==> config.mk <==
export PLATFORM = sky130hd
export DESIGN_NAME = bitop_rmw_unit
export DESIGN_NICKNAME = d
export VERILOG_FILES = /design/src/rtl/bitop_pkg.sv /design/src/rtl/bitop_agen.sv /design/src/rtl/bitop_alu.sv /design/src/rtl/bitop_seq.sv /design/src/rtl/bitop_rmw_unit.sv
export SDC_FILE = /design/constraint.sdc
export NUM_CORES = 1
export LEC_CHECK = 0
export BUFFER_PORTS_ARGS = -buffer_cell sky130_fd_sc_hd__buf_2
export CORE_ASPECT_RATIO = 1.75
export CORE_MARGIN = 5
export CORE_UTILIZATION = 54
export DETAILED_ROUTE_END_ITERATION = 10
export GPL_TIMING_DRIVEN = 0
export HOLD_SLACK_MARGIN = 0.06
export PLACE_DENSITY = 0.81
export SETUP_SLACK_MARGIN = 0.3
export SYNTH_ARGS = -nofsm -noshare
export SYNTH_HDL_FRONTEND = slang
export SYNTH_HIERARCHICAL = 1
export SYNTH_SLANG_ARGS = --single-unit
==> constraint.sdc <==
create_clock -name clk -period 3.3 [get_ports clk]
set_input_delay 0.33 -clock clk [delete_from_list [all_inputs] [get_ports clk]]
set_output_delay 0.33 -clock clk [all_outputs]
set_load 0.005 [all_outputs]
==> src/rtl/bitop_pkg.sv <==
package bitop_pkg;

  typedef enum logic [1:0] {
    OP_SET = 2'b00,
    OP_INV = 2'b01,
    OP_CLR = 2'b10,
    OP_TST = 2'b11
  } bitop_e;

  typedef enum logic [1:0] {
    ST_IDLE  = 2'd0,
    ST_READ  = 2'd1,
    ST_WRITE = 2'd2,
    ST_DONE  = 2'd3
  } seq_state_e;

endpackage

==> src/rtl/bitop_agen.sv <==
module bitop_agen #(
  parameter int ADDR_W = 32,
  parameter int DISP_W = 16
) (
  input  logic              clk,
  input  logic              rst_n,
  input  logic              load,
  input  logic [ADDR_W-1:0] base,
  input  logic [DISP_W-1:0] disp,
  output logic [ADDR_W-1:0] addr
);
  localparam int EXT_W = ADDR_W - DISP_W;

  logic [ADDR_W-1:0] disp_ext;
  logic [ADDR_W-1:0] addr_q;

  // sign extension of the displacement to the address width
  assign disp_ext = {{EXT_W{disp[DISP_W-1]}}, disp};

  always_ff @(posedge clk) begin
    if (!rst_n) begin
      addr_q <= '0;
    end else if (load) begin
      addr_q <= base + disp_ext;
    end
  end

  assign addr = addr_q;
endmodule

==> src/rtl/bitop_alu.sv <==
module bitop_alu
  import bitop_pkg::*;
#(
  parameter int DATA_W = 8,
  parameter int BIT_W  = $clog2(DATA_W)
) (
  input  logic [DATA_W-1:0] din,
  input  logic [BIT_W-1:0]  bitsel,
  input  bitop_e            op,
  output logic [DATA_W-1:0] dout,
  output logic              bit_was_zero
);
  // one lane per bit; only the selected lane is altered
  for (genvar i = 0; i < DATA_W; i++) begin : g_lane
    logic hit;
    assign hit = (bitsel == BIT_W'(i));
    always_comb begin
      dout[i] = din[i];
      if (hit) begin
        unique case (op)
          OP_SET:  dout[i] = 1'b1;
          OP_INV:  dout[i] = ~din[i];
          OP_CLR:  dout[i] = 1'b0;
          default: dout[i] = din[i];
        endcase
      end
    end
  end

  assign bit_was_zero = ~din[bitsel];
endmodule

==> src/rtl/bitop_seq.sv <==
module bitop_seq
  import bitop_pkg::*;
(
  input  logic clk,
  input  logic rst_n,
  input  logic cmd_valid,
  input  logic is_test,
  input  logic mem_ack,
  output logic cmd_ready,
  output logic accept,
  output logic rd_ack,
  output logic mem_req,
  output logic mem_we,
  output logic done
);
  seq_state_e state_q, state_d;

  always_comb begin
    state_d = state_q;
    unique case (state_q)
      ST_IDLE:  if (cmd_valid) state_d = ST_READ;
      ST_READ:  if (mem_ack)   state_d = is_test ? ST_DONE : ST_WRITE;
      ST_WRITE: if (mem_ack)   state_d = ST_DONE;
      ST_DONE:                 state_d = ST_IDLE;
      default:                 state_d = ST_IDLE;
    endcase
  end

  always_ff @(posedge clk) begin
    if (!rst_n) begin
      state_q <= ST_IDLE;
    end else begin
      state_q <= state_d;
    end
  end

  assign cmd_ready = (state_q == ST_IDLE);
  assign accept    = cmd_ready && cmd_valid;
  assign rd_ack    = (state_q == ST_READ) && mem_ack;
  assign mem_req   = (state_q == ST_READ) || (state_q == ST_WRITE);
  assign mem_we    = (state_q == ST_WRITE);
  assign done      = (state_q == ST_DONE);
endmodule

==> src/rtl/bitop_rmw_unit.sv <==
module bitop_rmw_unit
  import bitop_pkg::*;
#(
  parameter int ADDR_W = 32,
  parameter int DISP_W = 16,
  parameter int DATA_W = 8,
  parameter int BIT_W  = $clog2(DATA_W)
) (
  input  logic              clk,
  input  logic              rst_n,
  input  logic              cmd_valid,
  output logic              cmd_ready,
  input  logic [1:0]        cmd_op,
  input  logic [BIT_W-1:0]  cmd_bit,
  input  logic [ADDR_W-1:0] cmd_base,
  input  logic [DISP_W-1:0] cmd_disp,
  output logic              mem_req,
  output logic              mem_we,
  output logic [ADDR_W-1:0] mem_addr,
  output logic [DATA_W-1:0] mem_wdata,
  input  logic [DATA_W-1:0] mem_rdata,
  input  logic              mem_ack,
  output logic              zf,
  output logic              done
);
  logic              accept;
  logic              rd_ack;
  bitop_e            op_q;
  logic [BIT_W-1:0]  bit_q;
  logic [DATA_W-1:0] byte_q;
  logic [DATA_W-1:0] mod_byte;
  logic              bit_zero;
  logic              zf_q;

  bitop_seq u_seq (
    .clk       (clk),
    .rst_n     (rst_n),
    .cmd_valid (cmd_valid),
    .is_test   (op_q == OP_TST),
    .mem_ack   (mem_ack),
    .cmd_ready (cmd_ready),
    .accept    (accept),
    .rd_ack    (rd_ack),
    .mem_req   (mem_req),
    .mem_we    (mem_we),
    .done      (done)
  );

  bitop_agen #(
    .ADDR_W (ADDR_W),
    .DISP_W (DISP_W)
  ) u_agen (
    .clk   (clk),
    .rst_n (rst_n),
    .load  (accept),
    .base  (cmd_base),
    .disp  (cmd_disp),
    .addr  (mem_addr)
  );

  bitop_alu #(
    .DATA_W (DATA_W),
    .BIT_W  (BIT_W)
  ) u_alu (
    .din          (mem_rdata),
    .bitsel       (bit_q),
    .op           (op_q),
    .dout         (mod_byte),
    .bit_was_zero (bit_zero)
  );

  always_ff @(posedge clk) begin
    if (!rst_n) begin
      op_q   <= OP_SET;
      bit_q  <= '0;
      byte_q <= '0;
      zf_q   <= 1'b0;
    end else begin
      if (accept) begin
        op_q  <= bitop_e'(cmd_op);
        bit_q <= cmd_bit;
      end
      if (rd_ack) begin
        byte_q <= mod_byte;
        zf_q   <= bit_zero;
      end
    end
  end

  assign mem_wdata = byte_q;
  assign zf        = zf_q;
endmodule

# Word level (Yosys, flattened, before mapping)
# Cells that the tools add are included.
# word_totals
reg_bits	48
latchBits	0
ram_bits	0
rom_bits	0
word_cells	63
n_memories	0
# classes
addsub	1
mul	0
div	0
n_lt_le_gt_ge	1
n_eq_ne	16
shift	0
n_mux	23
bitwise	9
n_reduce_logical	7
# ops
op	n
$add 32x32->32	1
$pmux 1 s3	8
$eq 3x3->1 const B	4
$mux 1	10
$not 1->1	9
$eq 2x2->1 const B	4
$pmux 2 s4	1
$eq 3x2->1 const B	2
$mux 2	3
$eq 2x1->1 const B	2
$logic_not 2->1	2
$lt 3x4->1 const B	1
$ne 2x2->1 const B	2
$bmux 1 s3	1
$eq 3x1->1 const B	1
$logic_not 3->1	1
$reduce_and 3->1	1
$logic_and 1x1->1	2
$ne 2x1->1 const B	1
$logic_or 1x1->1	1

# Logic depth before layout (Yosys ltp)
# Gate-level depths: netlist (run 1).
# depth
ltp_word	4
ltp_mapped	9

# Modules after synthesis
# The synthesis (run 1) kept the hierarchy.
# modules_own_cells
module	instances	cells_each	area_per_inst_um2
bitop_agen	1	378	3051.7
bitop_rmw_unit	1	46	538.0
bitop_alu	1	43	300.3
bitop_seq	1	21	185.2

# Worst setup path before layout (run 1)
# Ideal clock, no wire load.
# synth_path
kind	in2reg
start	input cmd_base[0]
end	register u_agen.addr_q[28], in the netlist u_agen/addr[28]
setup_time_ns	0.123
t_arrival_ns	2.501
required_ns	3.177
slack_ns	0.675
path_stages	9
n_path_buf	0
path_cell_list	ha_1 -> fa_1 -> a21o_2 -> a221o_1 -> a221oi_4 -> nor2_2 -> a41oi_2 -> a31oi_1 -> mux2_1
# synth_between
elab_chain_cells	1
# synth_rtl
item	line_no	rtl
start: declaration	bitop_rmw_unit.sv:15	input logic [ADDR_W-1:0] cmd_base,
$add 32x32->32	bitop_agen.sv:24	addr_q <= base + disp_ext;
end signal: assignment	bitop_agen.sv:24	
end: declaration	bitop_agen.sv:15	logic [ADDR_W-1:0] addr_q;
# No other way between the ends.
# A chain may end at the register's enable or synchronous reset.

# Final worst setup path (run 1)
# Same ends and word-level chain as after synthesis.

==> impl_metrics.yaml, run 1 <==
yosys:
  synth_compound_area_share_pct: 25.5
  synthArstFlopShare_pct: 0
  synth_top_family_by_area: "compound AO/OA/AOI/OAI gates"
  seq_area_frac_synth_pct: 23.6
  synth_edf_count: 0
  synth.distinct_cells: 73
  yosys_most_used_dff: "dfxtp_1"
  avgSynthCellArea_um2: 8.35
  synthMuxAreaShare_pct: 8.11
  synth_fa_ha_area_share_pct: 11.2
  syn_area_um2: 4080
  yosys.area_share.simple_pct: 21.5
  syn_inst: 488
  synth_warnings: 6
  ys_seq_elements: 48
  synth_xor_area_share_pct: 4.51
  synth_nets: 589
status:
  status: "complete, no violations"
power_and_ir_drop:
  power.share.clock_pct: 24.4
  swShare_pct: 36.1
  p_seq_share_pct: 31.4
  switchingPower_mw: 0.896
  powerDensity_nw_per_um2: 505
  design_power_total_mw: 2.48
  p_int_mw: 1.58
  leakagePower_nw: 2.22
  ir_worst_vdd_mv: 0.249
  combPwrFrac_pct: 44.2
critical_path:
  path_cells: "buf_2 -> ha_1 -> fa_1 -> a21o_2 -> a221o_1 -> a221oi_4 -> nor2_2 -> a41oi_2 -> a31oi_1 -> mux2_1"
  cp.arrival_ns: 2.93
  path_delay_family: "compound AO/OA/AOI/OAI gates"
  crit_required_ns: 3.48
  path_buf_inv: 1
  worstPathMaxFanout: 5
  max_stage_delay_ns: 0.41
  endpoint_kind: "flop"
  slowest_stage: "fa_1"
  setup.worst_path.class: "in2reg"
  startpoint_type: "primary input"
clock_tree:
  cts-root-buf: "clkbuf_16"
  cts_buffer_depth: 2
  clkSlewWorstSetupHoldPaths_ns: 0.06
  ctsResizeCount: 0
  cts_tree: "built"
  cts_made_buffers: 5
  clk_latency_ns: 0.29
  cts_hold_buf: 0
  htree_levels: 2
  cts_sinks: 48
  postCtsSetupRepairBufs: 0
layout:
  drive_above_1_share_pct: 25.0
  fillerInstances: 664
  synthToLayoutAreaGrowth_pct: 20.4
  design_area_um2: 4910
  num_antenna_cells: 0
  ff_latch_area_um2: 961
  final_util_pct: 65.8
  multi_input_area_um2: 2890
  finalNonFillerCells: 693
  fin_nets: 705
floorplan:
  rows: 42
  die_area_um2: 9450
  core_um2: 7460
  fp.dieH_um: 125
  io-pin-count: 110
  initial_core_util_pct: 54.6
  fp.dieW_um: 75.7
sta:
  hold_ws_ns: 0.298
  tns_ns: 0
  relSlewSlack_pct: 50.8
  setup_viol: 0
  worst_slack_ns: 0.545
  fin_skew_ns: 0.00270
  layout_min_cycle_time_ns: 2.76
  slew_violations: 0
  grt_setup_unrepaired: "no"
  max_freq_ghz: 0.363
  worst_pin_slew_ns: 0.738
  final.period_utilization_pct: 83.5
  hold_viol: 0
detailed_routing:
  drtIter0Drc: 201
  drt-total-wl_um: 11300
  post_drt_via_cell_ratio: 5.98
  via_count: 4142
  ant_nets: 0
  drtPass1Iterations: 4
  wl_per_cell_um: 16.3
  drcViolationCount: 0
placement:
  numPortBuffers: 109
  post-place-ws_ns: 0.270
  dp_hpwl_um: 9040
  gp_congestion: 0.945
  placed_area_um2: 4730
  dp.cells: 685
global_routing:
  grt_pass1_wl_um: 18000
  grt_max_degree: 18
  grt_pass1_vias: 4054
  grt_usage_pct: 23.7
  overflow: 0
  antenna_found_initial: 0
flow_run:
  cap_violations: 0
hold_path:
  hp-class: "in2reg"
-- final cells by class --
| cell class | instances | share of cell area [%] |
|---|---|---|
| multi-input cells | 405 | 58.9 |
| flip-flops and latches | 48 | 19.6 |
| repair buffers | 109 | 11.1 |
| plain buffers | 30 | 4.21 |
| clock buffers | 6 | 2.83 |
| well taps | 88 | 2.24 |
| clock inverters | 2 | 0.790 |
| inverters | 5 | 0.382 |
-- sequential cells by signal, summed over array words and instances (netlist names) --
signal / flops
u_seq/state_q: 2
mem_wdata: 8
zf: 1
u_agen/addr: 32
bit_q: 3
op_q: 2
-- worst paths after layout --
kind	start	endpoint	slack, ns	depth (start not counted)
min reg2reg	u_agen/addr[23]	u_agen/addr[23]	0.46	2
min	cmd_bit[2]	bit_q[2]	0.30	3
max reg2reg	u_seq/state_q[0]	u_agen/addr[3]	0.88	7
max	cmd_base[0]	u_agen/addr[28]	0.54	10
-- cell families (layout without fill, tap and decap cells) --
group	Yosys count	after routing
AO/OA/AOI/OAI	153	153
XOR/XNOR	21	21
adder cells (fa/ha/maj)	36	36
buffers and inverters	35	152
flip-flops	48	48
multiplexers	32	32
AND/OR/NAND/NOR	163	163
-- placed cells by master, fill, tap and decap left out, types with 3 or more instances in the layout --
cell type / Yosys / routed
clkbuf_16: 0 / 5
o21bai_1: 6 / 6
dfxtp_1: 48 / 48
clkbuf_1: 11 / 11
buf_6: 8 / 8
o211ai_1: 5 / 5
nand3b_1: 8 / 8
mux2_1: 3 / 3
a211o_1: 3 / 3
o21ai_0: 19 / 19
inv_1: 5 / 5
a21o_1: 7 / 7
a22oi_1: 4 / 4
nor2_1: 16 / 16
nand2_1: 51 / 51
mux2i_1: 27 / 27
nor2b_1: 30 / 30
clkbuf_8: 2 / 3
nand2b_1: 5 / 5
nor3_1: 5 / 5
nand3_1: 8 / 8
nand4_1: 11 / 11
xnor2_1: 8 / 8
a31oi_1: 5 / 5
and3_1: 7 / 7
buf_2: 3 / 112
a211oi_1: 4 / 4
a31o_2: 3 / 3
and4_1: 3 / 3
xor2_1: 13 / 13
o21ai_1: 15 / 15
and2_1: 6 / 6
ha_1: 35 / 35
o21a_1: 8 / 8
a21oi_1: 43 / 43
a32o_1: 7 / 7
-- power groups by stage --
| stage | Sequential [mW] | Clock [mW] | Combinational [mW] |
|---|---|---|---|
| after floorplan | 0.786 | 0 | 0.738 |
| after global placement | 0.785 | 0 | 1.06 |
| after detailed placement | 0.790 | 0 | 1.08 |
| after CTS | 0.779 | 0.615 | 1.09 |
| after global routing | 0.793 | 0.637 | 1.20 |
| final | 0.779 | 0.606 | 1.10 |
-- cells in the mapped netlist, drive strengths merged, types with 9 or more instances --
cell    count  area [um^2]
nand4      11         68.8
dfxtp      48          961
ha         35          438
buf        15          128
nor2       17         66.3
mux2i      27          270
xor2       13          114
o21ai      34          170
nand2      51          191
nor2b      30          188
clkbuf     15         78.8
a21oi      43          215
a21o        9         70.1
-- tightest hold or removal path, cell delays in order --
cell,delay [ns]
buf_2,0.08
mux2i_1,0.05
nor2b_1,0.09
-- layer usage --
metal  vias to the layer above  share of wire, %  track usage (%)
met5                         -                 0                0
met3                        35               5.2             2.67
li1                       2042                 -                -
met1                      1926                36             24.4
met2                       139                55             45.2
met4                         0               3.6             9.99
Note: power is estimated with default switching activity, not from simulation.
==> run 2: changes to the inputs <==
--- a/config.mk
+++ b/config.mk
@@ -5,10 +5,11 @@
 export SDC_FILE = /design/constraint.sdc
 export NUM_CORES = 1
 export LEC_CHECK = 0
+export ABC_AREA = 1
 export BUFFER_PORTS_ARGS = -buffer_cell sky130_fd_sc_hd__buf_2
 export CORE_ASPECT_RATIO = 1.75
 export CORE_MARGIN = 5
-export CORE_UTILIZATION = 54
+export CORE_UTILIZATION = 56
 export DETAILED_ROUTE_END_ITERATION = 10
 export GPL_TIMING_DRIVEN = 0
 export HOLD_SLACK_MARGIN = 0.06
==> constraint.sdc (replaced) <==
create_clock -name clk -period 2.7 [get_ports clk]
set_input_delay 0.27 -clock clk [delete_from_list [all_inputs] [get_ports clk]]
set_output_delay 0.27 -clock clk [all_outputs]
set_load 0.005 [all_outputs]
==> run 2 against run 1 <==
Against the previous run:
- power is 44% higher
- global-route usage is 2.1 points higher
- first-iteration DRC count is 3.0% higher
- clock skew is 0.0043 ns higher
- largest cell class unchanged
- highest routed layer unchanged
- sequential power is 34% higher
- combinational power is 65% higher
- critical path depth is 1 lower
==> impl_metrics.yaml, run 2 <==
status:
  status: "complete, no violations"
critical_path:
  startpoint_type: "flop"
  r2r-start: "u_seq/state_q[0]"
  cp.arrival_ns: 2.22
  r2r_slack_ns: 0.68
  cp_common_cell: "inv_1"
  max_stage_delay_ns: 0.42
  path_buf_inv: 5
  setup.worst_path.class: "reg2reg"
  crit_cells: 9
  reg2reg_to: "u_agen/addr[22]"
  path_cells: "inv_1 -> ha_1 -> nand2_1 -> inv_1 -> buf_6 -> clkbuf_1 -> nand3_1 -> nand2_1 -> inv_1"
  slowest_stage: "clkbuf_1"
  crit_path_end: "u_agen/addr[22]"
  crit_required_ns: 2.89
  worstPathMaxFanout: 10
  path_delay_family: "buffers and inverters"
  endpoint_kind: "flop"
  ff2ff_path_depth: 9
  startpoint: "u_seq/state_q[0]"
floorplan:
  fp.dieW_um: 79.7
  die_area_um2: 10500
  io-pin-count: 110
  initial_core_util_pct: 57.3
  core_um2: 8310
  fp.dieH_um: 132
  rows: 44
clock_tree:
  postCtsSetupRepairBufs: 0
  cts-root-buf: "clkbuf_16"
  cts_sinks: 48
  cts_buffer_depth: 2
  cts_tree: "built"
  ctsResizeCount: 0
  cts_hold_buf: 0
  htree_levels: 2
  cts_made_buffers: 5
  clk_latency_ns: 0.29
  clkSlewWorstSetupHoldPaths_ns: 0.07
yosys:
  synth_top_family_by_area: "simple AND/OR/NAND/NOR gates"
  synth_edf_count: 0
  synth_warnings: 6
  synth.distinct_cells: 28
  synth_compound_area_share_pct: 7.65
  synth_common_cells: "301 x nand2_1, 188 x inv_1, 119 x nor2_1"
  synth_area_leaders: "nand2_1 24%, dfxtp_1 20%, inv_1 15%, nor2_1 9.4%, ha_1 9.2%"
  synth_top_area_share_pct: 23.7
  synth_top_cell_by_area: "nand2_1"
  synthMuxAreaShare_pct: 0
  seq_area_frac_synth_pct: 20.2
  synth_fa_ha_area_share_pct: 9.62
  synth_xor_area_share_pct: 2.76
  syn_area_um2: 4760
  synthArstFlopShare_pct: 0
  synth_nets: 973
  avgSynthCellArea_um2: 5.46
  ys_seq_elements: 48
  yosys.area_share.simple_pct: 42.5
  syn_inst: 872
  yosys_most_used_dff: "dfxtp_1"
  synth.most_common_cell: "nand2_1"
power_and_ir_drop:
  p_int_mw: 2.07
  combPwrFrac_pct: 50.7
  design_power_total_mw: 3.57
  leakagePower_nw: 3.64
  switchingPower_mw: 1.51
  ir_worst_vdd_mv: 0.513
  power.share.clock_pct: 20.1
  p_seq_share_pct: 29.2
  swShare_pct: 42.2
  powerDensity_nw_per_um2: 636
detailed_routing:
  post_drt_via_cell_ratio: 4.77
  via_count: 5261
  wl_per_cell_um: 11.8
  drtIter0Drc: 207
  drtPass1Iterations: 4
  drcViolationCount: 0
  ant_nets: 0
  drt-total-wl_um: 13100
sta:
  worst_pin_slew_ns: 0.524
  fin_skew_ns: 0.00705
  layout_min_cycle_time_ns: 2.02
  slew_violations: 0
  tns_ns: 0
  max_freq_ghz: 0.494
  grt_setup_unrepaired: "no"
  setup_viol: 0
  final.period_utilization_pct: 75.0
  relSlewSlack_pct: 65.1
  hold_viol: 0
placement:
  placed_area_um2: 5450
  dp_hpwl_um: 11100
  gp_congestion: 0.962
  numPortBuffers: 109
layout:
  final_common_cell: "nand2_1"
  largest_register_ffs: 32
  ff_latch_area_um2: 961
  final_cell_mix: "301 x nand2_1, 188 x inv_1, 119 x nor2_1"
  multi_input_area_um2: 2970
  design_area_um2: 5620
  fin_nets: 1089
  drive_above_1_share_pct: 15.3
  fillerInstances: 868
  num_antenna_cells: 0
  synthToLayoutAreaGrowth_pct: 18.1
global_routing:
  grt_max_degree: 18
  overflow: 0
  grt_usage_pct: 25.8
  antenna_found_initial: 0
  grt_pass1_wl_um: 22000
  grt_pass1_vias: 5164
flow_run:
  cap_violations: 0
hold_path:
  hp-class: "in2reg"
run 2: changes by cell type after synthesis, moves of 14 or more:
| cell | delta |
|---|---|
| nand3_1 | +41 |
| o21ai_0 | +24 |
| nor2b_1 | -30 |
| o21ai_1 | -14 |
| a21oi_1 | -22 |
| mux2i_1 | -27 |
| nor2_2 | +18 |
| inv_1 | +183 |
| nand2_1 | +250 |
| nor2_1 | +103 |
run 2: worst min path at each step:
stage	slack, ns	cells past startpoint	to	start
final	0.26	5	op_q[1]	cmd_op[1]
after global routing	0.30	5	op_q[1]	cmd_op[1]
after CTS	0.26	5	op_q[1]	cmd_op[1]
after detailed placement	0.47	2	zf	zf
after global placement	0.46	2	zf	zf
after floorplan	0.39	2	bit_q[1]	rst_n
run 2: per-layer routing:
layer | part of all wire [%] | GRT usage [%]
met5 | 0 | 0
met2 | 54 | 48.9
met3 | 3.4 | 3.15
met1 | 36 | 25.2
met4 | 6.0 | 16.1
run 2: worst min-delay path: cells and delay by family:
family	cells	cell delay (ns)
and+or+nand+nor	3	0.15
buffers and inverters	2	0.10
run 2: logic make-up (layout without fill, tap and decap cells):
group                    Yosys count  count (layout)
AO/OA/AOI/OAI                     70              70
adder cells (fa/ha/maj)           36              36
buffers and inverters            203             320
XOR/XNOR                          15              15
AND/OR/NAND/NOR                  500             500
flip-flops                        48              48
run 2: power by group through the flow:
stage	clock network, mW	registers, mW	logic (mW)
after global routing	0.759	1.07	2.09
after CTS	0.733	1.04	1.83
final	0.719	1.04	1.81
after detailed placement	0	1.06	1.81
after floorplan	0	1.06	1.22
after global placement	0	1.05	1.78
run 2: area by class of cell:
| type | count | area share [%] |
|---|---|---|
| Clock buffer | 5 | 2.23 |
| Inverter | 189 | 12.6 |
| Sequential cell | 48 | 17.1 |
| Multi-Input combinational cell | 621 | 52.9 |
| Tap cell | 115 | 2.56 |
| Clock inverter | 3 | 0.846 |
| Timing Repair Buffer | 109 | 9.70 |
| Buffer | 14 | 2.05 |
run 2: per-stage QoR:
stage / setup WS [ns] / std cells / hold slack, ns / utilization [%]
2_1_floorplan: 0.949 / 872 / 0.390 / -
3_3_place_gp: 0.496 / 1096 / 0.462 / 65.5
3_5_place_dp: 0.467 / 1096 / 0.468 / 65.5
4_1_cts: 0.666 / 1104 / 0.264 / 67.6
5_1_grt: 0.474 / 1104 / 0.304 / 67.6
6_report: 0.676 / 1104 / 0.262 / 67.6
==> run 3: changes to the inputs <==
==> constraint.sdc (replaced) <==
create_clock -name clk -period 2 [get_ports clk]
set_input_delay 0.2 -clock clk [delete_from_list [all_inputs] [get_ports clk]]
set_output_delay 0.2 -clock clk [all_outputs]
set_load 0.005 [all_outputs]
==> run 3 against run 2 <==
Against the previous run:
- worst setup slack worse by 0.29 ns
- die area unchanged
- clock power up 36%
- power up 37%
- cell count about the same
- global-route usage unchanged
- non-clock buffer count up 1
- register-to-register slack worse by 0.27 ns
- first-iteration DRC count down 1.9%
- sequential share of layout area down 0.33 points
- critical path type is now in2reg
==> impl_metrics.yaml, run 3 (synthesized netlist as in run 2, its figures left out) <==
global_routing:
  overflow: 0
  grt_max_degree: 18
  grt_pass1_vias: 5161
  grt_usage_pct: 25.8
  grt_pass1_wl_um: 22000
  antenna_found_initial: 0
clock_tree:
  cts-root-buf: "clkbuf_16"
  cts_tree: "built"
  htree_levels: 2
  cts_sinks: 48
  clk_latency_ns: 0.29
  cts_made_buffers: 5
  cts_hold_buf: 0
  cts_buffer_depth: 2
  clkSlewWorstSetupHoldPaths_ns: 0.07
placement:
  dp.cells: 1096
  gp_congestion: 0.962
  numPortBuffers: 109
  dp_hpwl_um: 11100
critical_path:
  setup.worst_path.class: "in2reg"
  endpoint_kind: "flop"
  crit_required_ns: 2.20
  ff2ff_path_depth: 9
  crit_path_end: "u_agen/addr[30]"
  r2r_slack_ns: 0.41
  startpoint: "cmd_base[0]"
  r2r-start: "u_seq/state_q[0]"
  startpoint_type: "primary input"
  cp.arrival_ns: 1.81
  worstPathMaxFanout: 3
  reg2reg_to: "u_agen/addr[26]"
status:
  status: "complete, no violations"
layout:
  largest_register_ffs: 32
  fillerInstances: 843
  fin_nets: 1090
  synthToLayoutAreaGrowth_pct: 20.4
  finalNonFillerCells: 1105
  final_cell_mix: "300 x nand2_1, 186 x inv_1, 113 x nor2_1"
  drive_above_1_share_pct: 18.4
  final_common_cell: "nand2_1"
  ff_latch_area_um2: 961
  multi_input_area_um2: 3060
  num_antenna_cells: 0
detailed_routing:
  via_count: 5310
  drcViolationCount: 0
  wl_per_cell_um: 11.9
  drtIter0Drc: 203
  ant_nets: 0
  drtPass1Iterations: 5
  drt-total-wl_um: 13100
  post_drt_via_cell_ratio: 4.81
sta:
  layout_min_cycle_time_ns: 1.62
  final.period_utilization_pct: 80.8
  hold_viol: 0
  grt_setup_unrepaired: "yes"
  worst_pin_slew_ns: 0.509
  relSlewSlack_pct: 66.0
  setup_viol: 0
  slew_violations: 0
  fin_skew_ns: 0.00545
  max_freq_ghz: 0.619
floorplan:
  core_um2: 8310
  io-pin-count: 110
  fp.dieH_um: 132
  die_area_um2: 10500
  fp.dieW_um: 79.7
  initial_core_util_pct: 57.3
  rows: 44
power_and_ir_drop:
  ir_worst_vdd_mv: 0.694
  leakagePower_nw: 3.67
  powerDensity_nw_per_um2: 854
  design_power_total_mw: 4.90
hold_path:
  hp-class: "in2reg"
flow_run:
  cap_violations: 0
run 3: report_power, final:
group | internal, mW | leakage (nW) | switching [mW] | total [mW]
registers | 1.23 | 0.396 | 0.178 | 1.41
clock network | 0.594 | 0.0840 | 0.381 | 0.975
logic | 1.01 | 3.19 | 1.51 | 2.51
total | 2.83 | 3.67 | 2.06 | 4.90
run 3: cell type report:
type	instances	share of cell area (%)
Buffer	14	2.25
Clock buffer	5	2.18
Clock inverter	3	0.830
Inverter	189	12.4
Multi-Input combinational cell	621	53.3
Sequential cell	48	16.8
Tap cell	115	2.51
Timing Repair Buffer	110	9.76
run 3: what timing repair did:
item                                    4_1_cts  5_1_grt
cloned                                        0        0
endpoints found under the setup margin       21       27
resized for setup                             8       31
setup buffers                                 0        1
pin swaps                                     0        1
hold endpoints to repair                      0        0
run 3: metal layers:
layer | up-vias | track usage (%) | wire (um)
met5 | - | 0 | 0
met4 | 0 | 16.2 | 872
met3 | 56 | 3.15 | 523
met2 | 136 | 48.9 | 6990
met1 | 2297 | 25.2 | 4740
li1 | 2821 | - | -
run 3: worst min path at each step:
| stage | end | start | slack (ns) | depth (start not counted) |
|---|---|---|---|---|
| finish | op_q[1] | cmd_op[1] | 0.19 | 5 |
| global route | op_q[1] | cmd_op[1] | 0.23 | 5 |
| CTS | op_q[1] | cmd_op[1] | 0.19 | 5 |
| detailed placement | zf | zf | 0.47 | 2 |
| global placement | zf | zf | 0.46 | 2 |
| floorplan | bit_q[1] | rst_n | 0.32 | 2 |
run 3: worst max-delay path, cell delays in order:
cell and delay, ns:
buf_2 0.10, ha_2 0.21, fa_2 0.39, buf_4 0.15, nand2_1 0.07, nand3_2 0.08
nand2_1 0.10, nand2_2 0.09, nand2_1 0.14, nand2_1 0.06, nand2_1 0.06, nand3_1 0.06
nand2_1 0.06, inv_1 0.03
run 3: through the flow:
step | setup TNS (ns) | utilization [%] | setup WS (ns) | area (um^2) | hold WS (ns)
after floorplan | 0 | - | 0.319 | 4760 | 0.320
after global placement | -0.392 | 65.5 | -0.134 | 5450 | 0.462
final | 0 | 68.9 | 0.384 | 5730 | 0.190
after global routing | 0 | 68.9 | 0.268 | 5730 | 0.234
after CTS | 0 | 67.9 | 0.272 | 5650 | 0.194
after detailed placement | -0.442 | 65.5 | -0.163 | 5450 | 0.468
